<file path="src/rtl/serport9.sv">
module serport9 #(
  parameter int OSR      = 16,
  parameter int FAST_DIV = 32,
  parameter int SLOW_DIV = 64
) (
  input  logic       clk,
  input  logic       rst_n,
  input  logic       wr_en,
  input  logic       addr,
  input  logic [7:0] wdata,
  output logic [7:0] rdata,
  input  logic       tick_int,
  input  logic       tick_tmr,
  input  logic       src_sel,
  input  logic       fast,
  input  logic       rxd,
  output logic       txd,
  output logic       irq
);
  localparam int PHW   = $clog2(OSR);
  localparam int FSTEP = FAST_DIV / OSR;
  localparam int SSTEP = SLOW_DIV / OSR;
  localparam int PW    = $clog2(SSTEP + 1);
  localparam logic [PHW-1:0] S0 = PHW'(OSR/2 - 1);
  localparam logic [PHW-1:0] S1 = PHW'(OSR/2);
  localparam logic [PHW-1:0] S2 = PHW'(OSR/2 + 1);
  localparam logic [PHW-1:0] LASTPH = PHW'(OSR - 1);

  logic [1:0] md;
  logic mpe, rxen, tx9, rx9, ti, ri;
  logic [7:0] dbuf;
  logic nine, on, wr_ctl, wr_dat;

  assign nine   = md[1];
  assign on     = |md;
  assign wr_ctl = wr_en & addr;
  assign wr_dat = wr_en & ~addr;

  logic [PW-1:0] pre;
  logic fix_tick, os_tick;

  assign fix_tick = (pre >= PW'((fast ? FSTEP : SSTEP) - 1));

  always_ff @(posedge clk) begin
    if (!rst_n) pre <= '0;
    else if (fix_tick) pre <= '0;
    else pre <= pre + 1'b1;
  end

  always_comb begin
    case (md)
      2'b10:          os_tick = fix_tick;
      2'b01, 2'b11:   os_tick = src_sel ? tick_tmr : tick_int;
      default:        os_tick = 1'b0;
    endcase
  end

  logic tx_busy, tx_fin;
  logic [10:0] tx_sh;
  logic [3:0] tx_left;
  logic [PHW-1:0] tx_ph;

  assign tx_fin = tx_busy & os_tick & (tx_ph == LASTPH) & (tx_left == 4'd1);

  always_ff @(posedge clk) begin
    if (!rst_n) begin
      tx_busy <= 1'b0;
      tx_sh   <= '1;
      tx_left <= '0;
      tx_ph   <= '0;
    end else if (wr_dat && !tx_busy && on) begin
      tx_busy <= 1'b1;
      tx_sh   <= {1'b1, nine ? tx9 : 1'b1, wdata, 1'b0};
      tx_left <= nine ? 4'd11 : 4'd10;
      tx_ph   <= '0;
    end else if (tx_busy && os_tick) begin
      tx_ph <= tx_ph + 1'b1;
      if (tx_ph == LASTPH) begin
        tx_sh   <= {1'b1, tx_sh[10:1]};
        tx_left <= tx_left - 1'b1;
        if (tx_left == 4'd1) tx_busy <= 1'b0;
      end
    end
  end

  assign txd = tx_busy ? tx_sh[0] : 1'b1;

  logic [2:0] rsync;
  logic rx_s, rx_p;

  always_ff @(posedge clk) begin
    if (!rst_n) rsync <= 3'b111;
    else rsync <= {rsync[1:0], rxd};
  end

  assign rx_s = rsync[1];
  assign rx_p = rsync[2];

  logic rx_on, rx_b9, vote, at_mid, rx_start, rx_last, rx_keep, rx_done;
  logic [3:0] rx_idx;
  logic [PHW-1:0] rx_ph;
  logic [1:0] smp;
  logic [7:0] rx_sh;

  assign rx_start = !rx_on && on && rxen && !ri && rx_p && !rx_s;
  assign vote     = (smp[0] & smp[1]) | (smp[0] & rx_s) | (smp[1] & rx_s);
  assign at_mid   = rx_on && os_tick && (rx_ph == S2);
  assign rx_last  = (rx_idx == (nine ? 4'd10 : 4'd9));
  assign rx_keep  = nine ? (!mpe || rx_b9) : (!mpe || vote);
  assign rx_done  = at_mid && rx_last && rx_keep;

  always_ff @(posedge clk) begin
    if (!rst_n) begin
      rx_on  <= 1'b0;
      rx_idx <= '0;
      rx_ph  <= '0;
      smp    <= '0;
      rx_sh  <= '0;
      rx_b9  <= 1'b0;
    end else if (rx_start) begin
      rx_on  <= 1'b1;
      rx_idx <= '0;
      rx_ph  <= '0;
    end else if (rx_on && os_tick) begin
      rx_ph <= rx_ph + 1'b1;
      if (rx_ph == S0) smp[0] <= rx_s;
      if (rx_ph == S1) smp[1] <= rx_s;
      if (rx_ph == S2) begin
        rx_idx <= rx_idx + 1'b1;
        if (rx_idx == 4'd0) begin
          if (vote) rx_on <= 1'b0;
        end else if (rx_idx <= 4'd8) begin
          rx_sh <= {vote, rx_sh[7:1]};
        end else if (rx_last) begin
          rx_on <= 1'b0;
        end else begin
          rx_b9 <= vote;
        end
      end
    end
  end

  always_ff @(posedge clk) begin
    if (!rst_n) begin
      {md, mpe, rxen, tx9, rx9, ti, ri} <= '0;
      dbuf <= '0;
    end else begin
      if (wr_ctl) {md, mpe, rxen, tx9, rx9, ti, ri} <= wdata;
      if (tx_fin) ti <= 1'b1;
      if (rx_done) begin
        ri   <= 1'b1;
        rx9  <= nine ? rx_b9 : vote;
        dbuf <= rx_sh;
      end
    end
  end

  assign rdata = addr ? {md, mpe, rxen, tx9, rx9, ti, ri} : dbuf;
  assign irq   = ti | ri;


  mode0_no_tx_chk: assert property (@(posedge clk) disable iff (!rst_n)
    (wr_dat && !on && !tx_busy) |=> !tx_busy);

  start_low_chk: assert property (@(posedge clk) disable iff (!rst_n)
    $rose(tx_busy) |-> !txd);

  ti_src_chk: assert property (@(posedge clk) disable iff (!rst_n)
    $rose(ti) |-> ($past(tx_busy) || $past(wr_ctl)));

  ri_src_chk: assert property (@(posedge clk) disable iff (!rst_n)
    $rose(ri) |-> ($past(rx_on) || $past(wr_ctl)));

  ti_keep_chk: assert property (@(posedge clk) disable iff (!rst_n)
    (ti && !wr_ctl) |=> ti);

  rx_gate_chk: assert property (@(posedge clk) disable iff (!rst_n)
    (!rx_on && !rxen) |=> !rx_on);

  ri_hold_chk: assert property (@(posedge clk) disable iff (!rst_n)
    (!rx_on && ri) |=> !rx_on);

  dbuf_upd_chk: assert property (@(posedge clk) disable iff (!rst_n)
    !$stable(dbuf) |-> ri);
endmodule

</file>
<file path="config.mk">
export PLATFORM = sky130hd
export DESIGN_NAME = serport9
export DESIGN_NICKNAME = d
export VERILOG_FILES = /design/src/rtl/serport9.sv
export SDC_FILE = /design/constraint.sdc
export NUM_CORES = 1
export LEC_CHECK = 0
export ABC_CLOCK_PERIOD_IN_PS = 2090
export BUFFER_PORTS_ARGS = -buffer_cell sky130_fd_sc_hd__clkbuf_2
export CORE_MARGIN = 4
export CORE_UTILIZATION = 46
export DETAILED_ROUTE_END_ITERATION = 6
export GPL_TIMING_DRIVEN = 0
export SLEW_MARGIN = 10
export SYNTH_ARGS = -nofsm -noshare
export SYNTH_HDL_FRONTEND = slang
export SYNTH_SLANG_ARGS = --single-unit
</file>
<file path="constraint.sdc">
create_clock -name clk -period 2.09 [get_ports clk]
set_clock_uncertainty 0.1 [all_clocks]
set_input_delay 0.1045 -clock clk [delete_from_list [all_inputs] [get_ports clk]]
set_output_delay 0.1045 -clock clk [all_outputs]
set_load 0.1 [all_outputs]
</file>
==> implementation parameters, run 1 <==
Parameter                              Value

Yosys
  Sequential share of the synthesized area ... just over 40%
  Number of standard cells after synthesis ... 332
  Number of warnings printed during yosys synthesis ... 0
  Cell area after synthesis ... between 3000 and 4000 µm²
  Number of nets in the synthesized netlist ... about 360
  Synthesized flop and latch total ... 61
  Fraction of post-synthesis cell area in the top cell type by area ... between 40 and 50%
  Number of enable flip-flop cells after synthesis ... 0
  Cell taking the most area after synthesis ... sky130_fd_sc_hd__dfxtp_1
  Fraction of synthesis flops using an asynchronous set or reset pin ... 0%
  Largest cells by area after synthesis ... sky130_fd_sc_hd__dfxtp_1, sky130_fd_sc_hd__mux2i_1, sky130_fd_sc_hd__nand2_1, sky130_fd_sc_hd__ha_1, sky130_fd_sc_hd__mux2_2
  Synth unique cells ... 58
  Syn_area_per_cell ... 9.067 µm²
  Most common flop cell mapped by yosys ... sky130_fd_sc_hd__dfxtp_1

Power and ir drop
  Leak pwr ... 1.422 nW
  IR Drop Worst-Case VDD ... 0.4063 mV
  PwrDens ... around 730 nW/µm²

Worst setup path
  List of cells traversed by the critical path ... ha_1 > a211o_1 > a22o_4 > buf_4 > a311oi_1 > nor3_1
  Largest stage delay on the critical path ... around 0.32 ns
  Data arrival, critical path ... 2.13 ns
  CP delay by family, top ... compound AO/OA/AOI/OAI gates
  Category of the most critical setup path ... flop to flop
  Number of buffer and inverter stages on the critical path ... 1
  Type of element launching the critical path ... flop
  Endpoint kind of the worst setup timing path ... flop
  Maximum fanout along the worst path ... 10
  CP max stage cell ... sky130_fd_sc_hd__dfxtp_1
  CP required ... 2.20 ns

Drt
  First-pass DRT Iterations ... 4
  Antenna Violating Nets Remaining ... 0
  DRT Wirelength ... 7210 µm
  Number of DRC markers after the initial detailed-route iteration ... between 150 and 200
  Per-cell via count in the routed design ... 5.662
  Vias after detailed routing ... 2610
  Mean routed wirelength per cell ... approximately 16 µm
  Residual DRC ... 0

Outcome
  Outcome ... completed

Min path
  Hold WC Path Type ... input port to flop

Floorplan
  Effective utilization at floorplan ... 47.41%
  Top Ports ... 27
  Die span in x ... about 90 µm
  Num rows ... 29
  Die extent in y ... 88.90 µm
  Floorplan core area ... 6350 µm²
  Die Footprint ... just under 8000 µm²

STA
  Fin crit share ... 96.91%
  Fmax ... 493.7 MHz
  Minimum clock period ... roughly 2.0 ns
  Max-slew violations ... 0
  Final hold vios ... 0
  Number of failing setup endpoints in the final timing report ... 0
  Hold Slack ... 0.08776 ns
  Slew margin rel. ... 53.94%
  Worst slew pin tran ... between 0.6 and 0.7 ns

Place
  Port Buffer Count ... 26
  Detailed placement HPWL ... 5208 µm
  Final Wtd Congestion ... roughly 0.80

Global route
  Maximum number of pins on one net before global-route repair ... 13
  Via count of the first global-routing pass ... 2448
  GRT Util Overall ... 20.08%
  Global-route wire length before repair ... 12010 µm
  Antenna violations before repair ... 0
  GRT Residual Overflow ... 0

CTS
  Maximum root-to-sink buffer count ... 2
  TritonCTS buffer count ... 9
  CTS tree ... yes
  Clock H-tree levels ... 3
  Clk Latency, worst-skew pair ... 0.34 ns
  Worst-path clk slew ... 0.07 ns
  Number of clock sinks seen by CTS ... 61
  Master cell of the clock root buffer ... sky130_fd_sc_hd__clkbuf_8

Cells and area
  Most common cell after layout, fill and taps aside ... sky130_fd_sc_hd__dfxtp_1
  Utilization after layout ... 57.08%
  Layout net count ... 406
  Area growth syn-to-layout ... 20.41%
  Diode insertion count for antenna repair ... 0
  Fraction of layout cells with a size suffix above 1 ... 20.83%
  Commonest non-fill, non-tap cells in the layout ... sky130_fd_sc_hd__dfxtp_1, sky130_fd_sc_hd__nand2_1, sky130_fd_sc_hd__clkbuf_2, sky130_fd_sc_hd__inv_1, sky130_fd_sc_hd__mux2i_1

Flow run
  Maximum capacitance violations ... 0
## repair_timing
item                                    CTS  global route
hold buffers                              9             0
endpoints found under the hold margin    15             0
endpoints found under the setup margin   19            13
gates resized for setup                   4            10
setup buffers                             0             2
pin swaps                                 1             2
## final cells by class
class	count	area [µm²]
sequential	61	1221
clock inverter	7	100.1
fill	571	2725
timing repair buffer	37	235.2
multi-input combinational	232	1669
clock buffer	9	123.9
tap	77	96.34
inverter	21	78.83
buffer	17	100.1
## synth_stat cells (2+ instances only)
cell type and n:
sky130_fd_sc_hd__o31ai_1 5, sky130_fd_sc_hd__buf_4 4, sky130_fd_sc_hd__and2_1 3, sky130_fd_sc_hd__or2_2 2, sky130_fd_sc_hd__inv_1 21, sky130_fd_sc_hd__nor3_1 5
sky130_fd_sc_hd__buf_2 3, sky130_fd_sc_hd__clkbuf_1 9, sky130_fd_sc_hd__nand3_1 11, sky130_fd_sc_hd__a211oi_1 8, sky130_fd_sc_hd__ha_1 10, sky130_fd_sc_hd__nand4_1 2
sky130_fd_sc_hd__nor2_1 8, sky130_fd_sc_hd__nand2_1 41, sky130_fd_sc_hd__o21ai_0 11, sky130_fd_sc_hd__or4_1 6, sky130_fd_sc_hd__dfxtp_1 61, sky130_fd_sc_hd__buf_6 2
sky130_fd_sc_hd__nand2b_1 14, sky130_fd_sc_hd__or3_1 2, sky130_fd_sc_hd__nor4_1 9, sky130_fd_sc_hd__a21oi_1 20, sky130_fd_sc_hd__and3_1 4, sky130_fd_sc_hd__mux2i_1 20
sky130_fd_sc_hd__mux2_2 10, sky130_fd_sc_hd__a311oi_1 9
## final timing paths
kind                                from          to  slack (ns)  cells after the start
worst max register to register    pre[1]  tx_left[3]        0.06                      6
worst min register to register  rsync[0]    rsync[1]        0.31                      1
worst min-delay path                fast      pre[0]        0.09                      3
worst max-delay path              pre[1]  tx_left[3]        0.06                      6
## stage by stage
step | power (W) | TNS, ns | cell area (µm²) | cells | worst slack (ns)
4_1_cts | 0.002656 | 0 | 3575 | 460 | 0.01696
6_report | 0.002642 | 0 | 3625 | 461 | 0.06454
2_1_floorplan | 0.001390 | 0 | 3010 | 332 | 0.2360
3_5_place_dp | 0.001459 | -1.208 | 3237 | 435 | -0.1564
3_3_place_gp | 0.001456 | -0.7097 | 3237 | 435 | -0.07502
5_1_grt | 0.002751 | -0.02870 | 3625 | 461 | -0.01417
## report_power, final
part	total, W	switching, W	internal [W]
clock network	0.00117	0.000500	0.000674
logic	0.000259	0.000165	0.0000937
registers	0.00121	0.0000228	0.00119
total	0.00264	0.000689	0.00195
## tightest hold or removal path, cell delays in order
cell and delay (ns):
sky130_fd_sc_hd__clkbuf_2 0.08, sky130_fd_sc_hd__ha_1 0.22, sky130_fd_sc_hd__nor4_1 0.07
## routing by layer
| metal | GRT usage [%] | part of all wire (%) | routed length [µm] | vias to the layer above |
|---|---|---|---|---|
| met2 | 29.08 | 44 | 3173 | 53 |
| met5 | 0 | 0 | 0 | - |
| met1 | 28.96 | 50 | 3573 | 1246 |
| li1 | - | - | - | 1301 |
| met4 | 7.967 | 1.7 | 121 | 0 |
| met3 | 4.332 | 4.7 | 342 | 10 |
## cells by family (layout without fill, tap and decap cells)
logic type               count (synthesis)  after routing  share of synthesized area, %
AO/OA/AOI/OAI                           70             70                         16.46
XOR/XNOR                                 1              1                        0.2910
multiplexers                            30             30                         10.39
AND/OR/NAND/NOR                        120            120                         21.82
flip-flops                              61             61                         40.57
adder cells (fa/ha/maj)                 11             11                         4.489
buffers and inverters                   39             91                         5.985
## flip-flops by register name (all words and copies together), names as in the netlist
name and count:
rx_b9 1, tx_busy 1, pre 3, ti 1
tx_sh 10, rsync 3, rx_on 1, tx_left 4
tx9 1, ri 1, rx_ph 4, rx9 1
rx_sh 8, smp 2, dbuf 8, mpe 1
rx_idx 4, md 2, tx_ph 4, rxen 1
No activity file was read; power rests on OpenSTA's default activity.
==> inputs of run 2 (changes only) <==
--- a/config.mk
+++ b/config.mk
@@ -5,12 +5,16 @@
 export SDC_FILE = /design/constraint.sdc
 export NUM_CORES = 1
 export LEC_CHECK = 0
-export ABC_CLOCK_PERIOD_IN_PS = 2090
+export ABC_AREA = 1
+export ABC_CLOCK_PERIOD_IN_PS = 2350
 export BUFFER_PORTS_ARGS = -buffer_cell sky130_fd_sc_hd__clkbuf_2
+export CELL_PAD_IN_SITES_DETAIL_PLACEMENT = 0
+export CELL_PAD_IN_SITES_GLOBAL_PLACEMENT = 1
 export CORE_MARGIN = 4
 export CORE_UTILIZATION = 46
 export DETAILED_ROUTE_END_ITERATION = 6
 export GPL_TIMING_DRIVEN = 0
+export PLACE_DENSITY_LB_ADDON = 0.1
 export SLEW_MARGIN = 10
 export SYNTH_ARGS = -nofsm -noshare
 export SYNTH_HDL_FRONTEND = slang
==> constraint.sdc (replaced) <==
create_clock -name clk -period 2.35 [get_ports clk]
set_clock_uncertainty 0.1 [all_clocks]
set_input_delay 0.1175 -clock clk [delete_from_list [all_inputs] [get_ports clk]]
set_output_delay 0.1175 -clock clk [all_outputs]
set_load 0.1 [all_outputs]
==> run 2 against run 1 <==
  * Combinational power up 26%
  * Global-route usage down 1.1 points
  * Largest cell class unchanged
  * Sequential power down 9%
  * Power down 3.2%
  * Via count up 4.4%
  * Highest routed layer unchanged
  * Cell area down 2.2%
  * Sequential share of layout area up 0.77 points
==> implementation parameters, run 2 <==
Parameter                              Value

Outcome
  Outcome ... completed

Cells and area
  Number of filler cells placed in the layout ... 620 (+8.6%)
  Max FFs per register ... 10 (unchanged)
  Most common cell after layout, fill and taps aside ... sky130_fd_sc_hd__nand2_1
  Area of all placed cells without fillers ... 3543 µm² (-2.2%)
  Fraction of layout cells with a size suffix above 1 ... 14.56% (-6.3 points)
  Commonest non-fill, non-tap cells in the layout ... sky130_fd_sc_hd__nand2_1, sky130_fd_sc_hd__dfxtp_1, sky130_fd_sc_hd__nor2_1, sky130_fd_sc_hd__inv_1, sky130_fd_sc_hd__nand3_1
  Area growth syn-to-layout ... 17.66%
  Register bank with the most flops ... tx_sh
  Regs by FF count ... tx_sh (10), dbuf (8), rx_sh (8)
  Diode insertion count for antenna repair ... 0 (unchanged)
  Utilization after layout ... 55.80% (-1.3 points)
  Layout net count ... 496 (+22%)

CTS
  Worst-path clk slew ... 0.06 ns (about the same)
  Clk Latency, worst-skew pair ... 0.33 ns (about the same)
  Number of clock sinks seen by CTS ... 61 (unchanged)
  CTS tree ... yes
  Clock H-tree levels ... 3 (unchanged)
  Master cell of the clock root buffer ... sky130_fd_sc_hd__clkbuf_8
  Maximum root-to-sink buffer count ... 2 (unchanged)
  TritonCTS buffer count ... 9 (unchanged)

Floorplan
  Die Footprint ... 7906 µm² (about the same)
  Die extent in y ... 88.92 µm (about the same)
  Effective utilization at floorplan ... 47.43% (about the same)
  Num rows ... 29 (unchanged)
  Floorplan core area ... 6350 µm² (unchanged)
  Top Ports ... 27 (unchanged)
  Die span in x ... 88.92 µm (about the same)

STA
  Minimum clock period ... 1.866 ns (-0.1593 ns)
  Max-slew violations ... 0 (unchanged)
  Worst slew pin tran ... 0.5494 ns (-0.1342 ns)
  Final hold vios ... 0 (unchanged)
  RSZ-0062 raised after global routing ... no
  Slew margin rel. ... 63.53% (+9.6 points)
  Fmax ... 535.9 MHz (+8.5%)
  Fin crit share ... 79.41% (-18 points)
  Setup TNS ... 0 ns (unchanged)
  Number of failing setup endpoints in the final timing report ... 0 (unchanged)

Yosys
  Fraction of post-synthesis cell area in the top cell type by area ... 40.55% (about the same)
  Fraction of synthesis flops using an asynchronous set or reset pin ... 0% (unchanged)
  Number of warnings printed during yosys synthesis ... 0 (unchanged)
  Most repeated cell in the gate-level netlist after synthesis ... sky130_fd_sc_hd__nand2_1
  Synthesized flop and latch total ... 61 (unchanged)
  Number of standard cells after synthesis ... 426 (+28%)
  Syn_area_per_cell ... 7.070 µm² (-22%)
  Largest cells by area after synthesis ... sky130_fd_sc_hd__dfxtp_1, sky130_fd_sc_hd__nand2_1, sky130_fd_sc_hd__nor2_1, sky130_fd_sc_hd__nand3_1, sky130_fd_sc_hd__a21oi_1
  Synth unique cells ... 31 (-47%)
  List of most frequent post-synthesis cells ... sky130_fd_sc_hd__nand2_1, sky130_fd_sc_hd__dfxtp_1, sky130_fd_sc_hd__nor2_1
  Most common flop cell mapped by yosys ... sky130_fd_sc_hd__dfxtp_1
  Cell taking the most area after synthesis ... sky130_fd_sc_hd__dfxtp_1
  Cell area after synthesis ... 3012 µm² (about the same)
  Number of enable flip-flop cells after synthesis ... 0 (unchanged)
  Sequential share of the synthesized area ... 40.55% (about the same)
  Number of nets in the synthesized netlist ... 453 (+26%)

Global route
  Fraction of met1 tracks used by global routing ... 25.41% (-3.6 points)
  Maximum number of pins on one net before global-route repair ... 11 (-2)
  GRT Util Overall ... 18.94% (-1.1 points)
  Antenna violations before repair ... 0 (unchanged)
  Most Crowded Layer GR ... met2
  Global Route met2 Usage ... 29.55% (+0.47 points)
  Global-route wire length before repair ... 11660 µm (-2.9%)
  Via count of the first global-routing pass ... 2576 (+5.2%)
  GRT Residual Overflow ... 0 (unchanged)
  GR Layer Usage met3 ... 3.687% (-0.65 points)

Drt
  DRT Wirelength ... 6673 µm (-7.4%)
  Per-cell via count in the routed design ... 4.944 (-13%)
  First-pass DRT Iterations ... 4 (unchanged)
  Residual DRC ... 0 (unchanged)
  Number of DRC markers after the initial detailed-route iteration ... 126 (-17%)
  Antenna Violating Nets Remaining ... 0 (unchanged)
  Mean routed wirelength per cell ... 12.11 µm (-23%)
  Vias after detailed routing ... 2724 (+4.4%)

Place
  Final Wtd Congestion ... 0.7441 (-6.5%)
  Dpl cell area ... 3233 µm² (-0.12%)
  Detailed placement HPWL ... 5044 µm (-3.1%)
  Port Buffer Count ... 25 (-3.8%)

Worst setup path
  Reg-to-Reg End ... rx_sh[6]
  Data arrival, critical path ... 1.99 ns (-0.14 ns)
  Maximum fanout along the worst path ... 9 (-1)
  Category of the most critical setup path ... flop to flop
  Termination of the worst setup path ... rx_sh[6]
  Launching point of the worst reg2reg path ... rx_idx[0]
  Setup slack, reg-to-reg ... 0.48 ns (+0.42 ns)
  CP startpoint ... rx_idx[0]
  Logic depth of the worst register-to-register path ... 10 (+4)
  Endpoint kind of the worst setup timing path ... flop
  CP required ... 2.47 ns (+0.27 ns)
  Type of element launching the critical path ... flop

Power and ir drop
  Portion of total power attributed to sequential cells ... 43.2% (-2.5 points)
  PwrDens ... 721.8 nW/µm² (-0.97%)
  Leak pwr ... 1.646 nW (+16%)
  Combinational cell fraction of total power ... 12.8% (+3.0 points)
  Cell internal pwr ... 0.001915 W (-1.9%)
  Net load switching power ... 0.0006420 W (-6.8%)
  Net switching share of the total power ... 25.10% (-0.97 points)
  Power share of the clock group ... 44.0% (-0.5 points)
  IR Drop Worst-Case VDD ... 0.5826 mV (+43%)

Min path
  Hold WC Path Type ... input port to flop

Flow run
  Maximum capacitance violations ... 0 (unchanged)
## run 2: changes by cell type in the layout (fill, tap and decap cells not counted), sizes merged, moves of 15 or more
cell    previous run  this run
nand2             41        97
nor2               9        63
nand3             12        43
inv               21        45
mux2i             20         0
a21oi             20        37
o21ai             11        28
nand2b            15         0
## run 2: through the flow
step	std cells	setup WS, ns	hold slack [ns]	power, W
2_1_floorplan	426	0.06070	0.1241	0.001376
3_3_place_gp	528	0.4872	0.2288	0.001445
3_5_place_dp	528	0.4829	0.2204	0.001449
4_1_cts	551	0.4579	0.01642	0.002587
5_1_grt	551	0.2650	0.06719	0.002694
6_report	551	0.4838	0.02552	0.002558
## run 2: cells by family (layout without fill, tap and decap cells)
group / Yosys count / in the layout / synth area share, %
simple gates: 224 / 224 / 34.19
compound gates: 65 / 65 / 11.05
flops: 61 / 61 / 40.55
buf+inv: 61 / 109 / 8.516
fa+ha+maj: 10 / 10 / 4.155
xor+xnor: 4 / 4 / 1.163
mux: 1 / 1 / 0.3739
## run 2: power by group through the flow
| stage | clock network (W) | registers (W) | logic (W) |
|---|---|---|---|
| CTS | 0.00115 | 0.00110 | 0.000331 |
| floorplan | 0 | 0.00112 | 0.000256 |
| global route | 0.00121 | 0.00111 | 0.000377 |
| finish | 0.00113 | 0.00110 | 0.000327 |
| global placement | 0 | 0.00113 | 0.000318 |
| detailed placement | 0 | 0.00113 | 0.000320 |
## run 2: per-layer routing
layer,wire length [µm],vias to the layer above
met5,0,-
met4,104,0
met3,387,8
met2,2907,54
met1,3273,1215
li1,-,1447
## run 2: worst min-delay path by stage
stage / cells past startpoint / start / to / slack, ns
6_report: 5 / wdata[0] / tx_sh[1] / 0.03
5_1_grt: 5 / wdata[0] / tx_sh[1] / 0.07
4_1_cts: 5 / wdata[0] / tx_sh[1] / 0.02
3_5_place_dp: 2 / rxd / rsync[0] / 0.22
3_3_place_gp: 2 / rxd / rsync[0] / 0.23
2_1_floorplan: 1 / rxd / rsync[0] / 0.12
## run 2: cell type report
cell class	count	area [µm²]	share of cell area (%)
clock buffer	12	145.1	4.096
sequential	61	1221	34.46
clock inverter	4	95.09	2.684
timing repair buffer	32	195.2	5.508
inverter	46	175.2	4.944
tap	77	96.34	2.719
multi-input combinational	304	1534	43.29
buffer	15	81.33	2.295
## run 2: what timing repair did
item | CTS | global route
endpoints found under the hold margin | 11 | 0
buffers inserted | 0 | 0
hold buffers | 7 | 0
gates resized for setup | 0 | 0
setup endpoints to repair | 0 | 0
## run 2: critical path, stage by stage, from the launching register on
cell,delay [ns]
sky130_fd_sc_hd__dfxtp_1,0.44
sky130_fd_sc_hd__inv_1,0.07
sky130_fd_sc_hd__ha_1,0.21
sky130_fd_sc_hd__nand3_1,0.12
sky130_fd_sc_hd__nand2_1,0.07
sky130_fd_sc_hd__nor2_1,0.15
sky130_fd_sc_hd__inv_1,0.09
sky130_fd_sc_hd__nor2_4,0.19
sky130_fd_sc_hd__inv_1,0.16
sky130_fd_sc_hd__nor2_1,0.12
sky130_fd_sc_hd__nor2_1,0.05
